<file path="config.mk">
export PLATFORM = sky130hd
export DESIGN_NAME = wake_evt_router
export DESIGN_NICKNAME = d
export VERILOG_FILES = /design/src/rtl/wake_evt_pkg.sv /design/src/rtl/wer_edge_sync.sv /design/src/rtl/wer_status.sv /design/src/rtl/wer_route.sv /design/src/rtl/wake_evt_router.sv
export SDC_FILE = /design/constraint.sdc
export NUM_CORES = 1
export LEC_CHECK = 0
export BUFFER_PORTS_ARGS = -buffer_cell sky130_fd_sc_hd__buf_2
export CAP_MARGIN = 20
export CORE_MARGIN = 2
export CORE_UTILIZATION = 35
export DETAILED_ROUTE_END_ITERATION = 6
export PLACE_DENSITY = 0.87
export SLEW_MARGIN = 0
export SYNTH_ARGS = -nofsm -noshare
export SYNTH_HDL_FRONTEND = slang
export SYNTH_SLANG_ARGS = --single-unit
</file>
<file path="constraint.sdc">
create_clock -name clk -period 0.9 [get_ports clk]
set_input_delay 0.18 -clock clk [delete_from_list [all_inputs] [get_ports clk]]
set_output_delay 0.18 -clock clk [all_outputs]
set_load 0.01 [all_outputs]
</file>
<file path="src/rtl/wake_evt_pkg.sv">
// Shared constants and types for the wake event router.
// Assumes a single 32-bit status register; bit positions are fixed
// because the event software decodes them.
package wake_evt_pkg;
    localparam int REG_W   = 32;
    localparam int BIT_PME = 11;
    localparam int BIT_RI  = 8;
    localparam int BIT_SMB = 7;
    localparam int BIT_TCO = 6;

    // indices into the synchroniser vector
    localparam int EV_PME   = 0;
    localparam int EV_RI    = 1;
    localparam int EV_TCO   = 2;
    localparam int EV_SMB   = 3;
    localparam int EV_THERM = 4;
    localparam int EV_PBO   = 5;
    localparam int EV_ALERT = 6;
    localparam int NUM_SYNC = 7;

    localparam logic [2:0] ST_AWAKE = 3'd0;
    localparam logic [2:0] ST_DEEP  = 3'd5;

    typedef struct packed {
        logic pme;
        logic ri;
        logic smb;
        logic tco;
        logic smb_by_alert;
    } evt_sts_t;
endpackage

</file>
<file path="src/rtl/wer_edge_sync.sv">
// Synchronises a vector of asynchronous active-high inputs and
// produces a one-cycle pulse on each rising edge. Assumes STAGES >= 2
// and that inputs stay stable for more than one clock.
module wer_edge_sync #(
    parameter int WIDTH  = 1,
    parameter int STAGES = 2
) (
    input  logic             clk,
    input  logic             rst_n,
    input  logic [WIDTH-1:0] async_i,
    output logic [WIDTH-1:0] lvl_o,
    output logic [WIDTH-1:0] rise_o
);
    for (genvar g = 0; g < WIDTH; g++) begin : g_bit
        logic [STAGES-1:0] chain;
        logic              prev;

        // shift the input through the synchroniser and remember last level
        always_ff @(posedge clk) begin
            if (!rst_n) begin
                chain <= '0;
                prev  <= 1'b0;
            end else begin
                chain <= (chain << 1) | STAGES'(async_i[g]);
                prev  <= chain[STAGES-1];
            end
        end

        assign lvl_o[g]  = chain[STAGES-1];
        assign rise_o[g] = chain[STAGES-1] & ~prev;

        AST_RISE_SINGLE: assert property (@(posedge clk) disable iff (!rst_n)
            rise_o[g] |=> !rise_o[g]);
    end
endmodule

</file>
<file path="src/rtl/wer_status.sv">
// Sticky write-one-to-clear event flags. A hardware set beats a
// software clear in the same cycle. The bus wake flag also records
// whether an alert contributed, which protects it from event clears.
module wer_status
    import wake_evt_pkg::*;
(
    input  logic             clk,
    input  logic             rst_n,
    input  logic             set_pme,
    input  logic             set_ri,
    input  logic             set_tco,
    input  logic             set_smb,
    input  logic             smb_alert,
    input  logic             clr_smb_evt,
    input  logic             wr_en,
    input  logic [REG_W-1:0] wr_data,
    output evt_sts_t         sts_o
);
    evt_sts_t nxt;
    logic     w_pme, w_ri, w_smb, w_tco;

    // decode which flags the current write clears
    always_comb begin
        w_pme = wr_en & wr_data[BIT_PME];
        w_ri  = wr_en & wr_data[BIT_RI];
        w_smb = wr_en & wr_data[BIT_SMB];
        w_tco = wr_en & wr_data[BIT_TCO];
    end

    // next-state of each flag: set wins over clear
    always_comb begin
        nxt.pme = set_pme | (sts_o.pme & ~w_pme);
        nxt.ri  = set_ri  | (sts_o.ri  & ~w_ri);
        nxt.tco = set_tco | (sts_o.tco & ~w_tco);
        if (set_smb) begin
            nxt.smb          = 1'b1;
            nxt.smb_by_alert = (sts_o.smb & sts_o.smb_by_alert) | smb_alert;
        end else begin
            nxt.smb = sts_o.smb & ~w_smb
                    & ~(clr_smb_evt & ~sts_o.smb_by_alert);
            nxt.smb_by_alert = nxt.smb & sts_o.smb_by_alert;
        end
    end

    // flag register
    always_ff @(posedge clk) begin
        if (!rst_n) sts_o <= '0;
        else        sts_o <= nxt;
    end

    AST_SET_BEATS_CLEAR: assert property (@(posedge clk) disable iff (!rst_n)
        set_pme |=> sts_o.pme);
    AST_ZERO_WRITE_KEEPS: assert property (@(posedge clk) disable iff (!rst_n)
        (sts_o.tco && !w_tco) |=> sts_o.tco);
    AST_ALERT_PROTECTED: assert property (@(posedge clk) disable iff (!rst_n)
        (sts_o.smb && sts_o.smb_by_alert && !w_smb) |=> sts_o.smb);
    AST_CMD_ERASED: assert property (@(posedge clk) disable iff (!rst_n)
        (sts_o.smb && !sts_o.smb_by_alert && clr_smb_evt && !set_smb)
        |=> !sts_o.smb);
endmodule

</file>
<file path="src/rtl/wer_route.sv">
// Combines flags, enables and sleep state into wake and interrupt
// levels. Assumes sleep codes 0..5 with 6 and 7 reserved (silent).
module wer_route
    import wake_evt_pkg::*;
(
    input  evt_sts_t   sts,
    input  logic       pme_en,
    input  logic       ri_en,
    input  logic       sci_mode,
    input  logic [2:0] sleep_state,
    input  logic       s5_forced,
    output logic       wake_o,
    output logic       sci_o,
    output logic       smi_o
);
    logic awake, asleep, gen_evt, int_fire;

    // classify the sleep state
    always_comb begin
        awake  = (sleep_state == ST_AWAKE);
        asleep = ((sleep_state != ST_AWAKE) && (sleep_state < ST_DEEP))
               || ((sleep_state == ST_DEEP) && !s5_forced);
    end

    // route enabled flags to the outputs
    always_comb begin
        gen_evt  = (sts.pme & pme_en) | (sts.ri & ri_en);
        int_fire = gen_evt & (awake | asleep);
        wake_o   = asleep & (gen_evt | sts.smb);
        sci_o    = int_fire & sci_mode;
        smi_o    = int_fire & ~sci_mode;
    end
endmodule

</file>
<file path="src/rtl/wake_evt_router.sv">
// Top of the wake event router: synchronises the event inputs,
// keeps the sticky flags and routes them by sleep state.
// Assumes asynchronous event inputs and a single-register W1C port.
module wake_evt_router
    import wake_evt_pkg::*;
#(
    parameter int SYNC_STAGES = 2
) (
    input  logic             clk,
    input  logic             rst_n,
    input  logic             pme_n,
    input  logic             ri_n,
    input  logic             tco_sci_req,
    input  logic             smb_wake_req,
    input  logic             smb_alert_cause,
    input  logic             therm_trip,
    input  logic             pwrbtn_ovr,
    input  logic [2:0]       sleep_state,
    input  logic             s5_forced,
    input  logic             pme_en,
    input  logic             ri_en,
    input  logic             sci_mode,
    input  logic             reg_wr,
    input  logic [REG_W-1:0] reg_wdata,
    output logic [REG_W-1:0] reg_rdata,
    output logic             wake_req,
    output logic             sci_req,
    output logic             smi_req
);
    logic [NUM_SYNC-1:0] raw, lvl, rise;
    evt_sts_t            sts;

    // present every event as active-high before synchronising
    always_comb begin
        raw           = '0;
        raw[EV_PME]   = ~pme_n;
        raw[EV_RI]    = ~ri_n;
        raw[EV_TCO]   = tco_sci_req;
        raw[EV_SMB]   = smb_wake_req;
        raw[EV_THERM] = therm_trip;
        raw[EV_PBO]   = pwrbtn_ovr;
        raw[EV_ALERT] = smb_alert_cause;
    end

    wer_edge_sync #(.WIDTH(NUM_SYNC), .STAGES(SYNC_STAGES)) sync_i (
        .clk     (clk),
        .rst_n   (rst_n),
        .async_i (raw),
        .lvl_o   (lvl),
        .rise_o  (rise)
    );

    wer_status status_i (
        .clk         (clk),
        .rst_n       (rst_n),
        .set_pme     (rise[EV_PME]),
        .set_ri      (rise[EV_RI]),
        .set_tco     (rise[EV_TCO]),
        .set_smb     (rise[EV_SMB]),
        .smb_alert   (lvl[EV_ALERT]),
        .clr_smb_evt (rise[EV_THERM] | rise[EV_PBO]),
        .wr_en       (reg_wr),
        .wr_data     (reg_wdata),
        .sts_o       (sts)
    );

    wer_route route_i (
        .sts         (sts),
        .pme_en      (pme_en),
        .ri_en       (ri_en),
        .sci_mode    (sci_mode),
        .sleep_state (sleep_state),
        .s5_forced   (s5_forced),
        .wake_o      (wake_req),
        .sci_o       (sci_req),
        .smi_o       (smi_req)
    );

    // assemble the read word; unused positions read zero
    always_comb begin
        reg_rdata          = '0;
        reg_rdata[BIT_PME] = sts.pme;
        reg_rdata[BIT_RI]  = sts.ri;
        reg_rdata[BIT_SMB] = sts.smb;
        reg_rdata[BIT_TCO] = sts.tco;
    end

    AST_MODE_EXCLUSIVE: assert property (@(posedge clk) disable iff (!rst_n)
        !(sci_req && smi_req));
    AST_AWAKE_NO_WAKE: assert property (@(posedge clk) disable iff (!rst_n)
        (sleep_state == ST_AWAKE) |-> !wake_req);
    AST_FORCED_QUIET: assert property (@(posedge clk) disable iff (!rst_n)
        (((sleep_state == ST_DEEP) && s5_forced) || (sleep_state > ST_DEEP))
        |-> !(wake_req || sci_req || smi_req));
    AST_NO_INT_UNENABLED: assert property (@(posedge clk) disable iff (!rst_n)
        (!pme_en && !ri_en) |-> !(sci_req || smi_req));
endmodule

</file>
==> flow_summary_export.csv <==
group,metric,value,unit
timing,rsz0062_at_grt,"true",
cts,clock_sinks,25,
timing,layout_setup_ws,-0.467,ns
synthesis,synthTopCellsByCount,"buf_4, dfxtp_1, and2_1, nor2b_1, nand2_1",
power,clockPowerShare,25.3,%
power,powerDensity,1530,nW/um2
hold_path,min_from,"smb_wake_req",
critical_path,critPathRequiredTime,0.72,ns
synthesis,post-synth-top-area-cell,"dfxtp_1",
synthesis,synthMuxAreaShare,0,%
cts,cts_inserted_buffers,3,
timing,skew,0.0137,ns
global_routing,grt_busiest_layer,"met2",
global_routing,grt_pass1_vias,586,
critical_path,cp.arrival,1.19,ns
timing,hold_violations,0,
power,power.switching,0.445,mW
global_routing,grt_use_met2,14.8,%
route,drt-total-wl,1420,um
layout,area_delta_synth_final,15.0,%
hold_path,min_path_cells,2,
status,status,"finished with violations",
synthesis,synthArstFlopShare,0,%
synthesis,yosysMostFrequentCell,"buf_4",
placement,post-place-ws,-0.155,ns
power,pwr-share-seq,62.3,%
synthesis,ys_types,22,
timing,setup_viol,8,
synthesis,yosys_warnings,0,
critical_path,path_class,"reg2out",
global_routing,track_usage,8.55,%
synthesis,synth_compound_area_share,7.54,%
power,p_leak,0.609,nW
layout,layout.nets,193,
synthesis,synth_top_family_by_area,"buffers and inverters",
timing,fin_crit_sh,152,%
global_routing,grt_pass1_wl,2260,um
global_routing,gr-total-overflow,0,
critical_path,start_kind,"flip-flop",
route,wire_per_inst,8.15,um
power,p_int,1.43,mW
critical_path,crit_path_end_kind,"output pin",
layout,diodes,0,
timing,min_period,1.37,ns
hold_path,holdPathEnd,"sync_i.g_bit[3].chain[0]",
placement,io_buffers,27,
synthesis,avgSynthCellArea,9.48,um2
power,sw_frac_of_total,23.8,%
route,vias,682,
die,dieArea,3490,um2
die,dieWidth,59.1,um
synthesis,synth_ff_type,"dfxtp_1",
layout,layoutNonFillerInstCount,174,
synthesis,synthCells,112,
timing,fmax,731,MHz
die,dieHeight,59.1,um
power,combinationalPowerShare,12.4,%
synthesis,ys_top_cells_by_area,"dfxtp_1, buf_4, and2_1",
die,initial_core_util,37.5,%
layout,drive_gt1_share,30.8,%
cts,cts_tree,"yes",
global_routing,use_met1,9.47,%
timing,maxSlewViolCount,0,
status,violations,"negative setup slack",
global_routing,use_met3,2.84,%
critical_path,worstReg2RegStart,"status_i.sts_o[4]",
route,postRouteAntennaNets,0,
synthesis,synthSimpleGateAreaFrac,20.0,%
synthesis,yosysTopAreaCellShare,47.1,%
synthesis,synth-edff-count,0,
global_routing,grt_start_max_net_pins,26,
cts,cts_root_buf,"clkbuf_4",
synthesis,synth_seq_cells,25,
die,ioPinCount,84,
cts,h-tree-depth,1,
route,drc,0,
die,core-area,2830,um2
route,drt_iter0_drc,5,
synthesis,synth_area,1060,um2
synthesis,synth_adder_area_share,0,%
global_routing,antenna_found_initial,0,
cts,clkTransAtPathRegs,0.13,ns
power,peakVddDrop,1.06,mV
placement,gp_congestion,0.609,
critical_path,critical_path.max_fanout,2,
hold_path,hp-class,"in2reg",
critical_path,r2r_setup_slack,-0.01,ns
placement,detailed_place_hpwl,1060,um
synthesis,synth-xor-area-share,0,%
timing,fin_tns_setup,-1.94,ns
die,rows,19,
cts,clock_latency,0.31,ns
placement,numPlacedInstances,165,
route,drt_first_pass_iters,3,
synthesis,synth-seq-area-share,47.1,%
critical_path,rr_endpoint,"status_i.sts_o[4]",
job,maxCapViolations,0,
critical_path,reg2reg_depth,5,
route,vias_per_cell,3.92,
cts,clockBufferDepth,2,
## power groups by stage
stage / clock network, mW / registers, mW / logic (mW)
6_report: 0.474 / 1.17 / 0.231
5_1_grt: 0.542 / 1.17 / 0.263
4_1_cts: 0.499 / 1.17 / 0.222
3_5_place_dp: 0 / 1.19 / 0.201
3_3_place_gp: 0 / 1.19 / 0.195
2_1_floorplan: 0 / 1.19 / 0.229
## final cells by class
cell class / count / area (um2)
Clock inverter: 1 / 5.00
Timing Repair Buffer: 34 / 229
Multi-Input combinational cell: 76 / 402
Sequential cell: 25 / 509
Inverter: 4 / 15.0
Fill cell: 301 / 1610
Tap cell: 31 / 38.8
Clock buffer: 3 / 22.5
## through the flow
| stage | hold WS [ns] | utilization (%) | instance area (um2) | total power, mW |
|---|---|---|---|---|
| 2_1_floorplan | 0.252 | - | 1160 | 1.42 |
| 3_3_place_gp | 0.337 | 39.0 | 1100 | 1.38 |
| 3_5_place_dp | 0.338 | 39.0 | 1100 | 1.39 |
| 4_1_cts | 0.0486 | 42.3 | 1200 | 1.89 |
| 5_1_grt | 0.0572 | 43.2 | 1220 | 1.98 |
| 6_report | 0.0579 | 43.2 | 1220 | 1.87 |
## registers in the layout, summed over array words and instances, names as in the netlist
name                flops
sync_i.g_bit.chain     14
status_i.sts_o          5
sync_i.g_bit.prev       6
## kinds of logic after synthesis
logic type / count (synthesis)
compound gates: 12
buf+inv: 38
flops: 25
other cells: 1
simple gates: 36
## cells in the final DEF, fill, tap and decap left out, types with 4 or more instances in the layout
master   Yosys  routed
and2_1      17      17
buf_2        1      23
buf_6        0       7
conb_1       1      28
dfxtp_1     25      20
dfxtp_2      0       4
inv_1        4       4
nand2_1      5       5
nor2b_1      8       8
## metal layers
layer | vias to the layer above | wire (um)
li1 | 351 | -
met1 | 291 | 575
met2 | 38 | 707
met3 | 2 | 125
met4 | 0 | 10
met5 | - | 0
## critical path, cell delays in order, from the launching register on
cell	delay [ns]
dfxtp_2	0.34
a22o_1	0.21
o22ai_1	0.16
nor2_1	0.05
buf_2	0.14
## worst max-delay path by stage
stage	startpoint	endpoint	slack, ns	cells after the start
floorplan	status_i.sts_o[4]	wake_req	-0.02	3
global placement	status_i.sts_o[4]	wake_req	-0.14	4
detailed placement	status_i.sts_o[4]	wake_req	-0.16	4
CTS	status_i.sts_o[4]	wake_req	-0.49	4
global route	status_i.sts_o[3]	wake_req	-0.53	4
finish	status_i.sts_o[4]	wake_req	-0.47	4
## repair_timing
action / 4_1_cts / 5_1_grt
setup endpoints to repair: 7 / 9
buffers inserted: 1 / 2
pin swaps: 2 / 1
endpoints found under the hold margin: 2 / 0
gates resized for setup: 11 / 3
hold buffers: 2 / 0
Power figures use the tool's default switching activity.
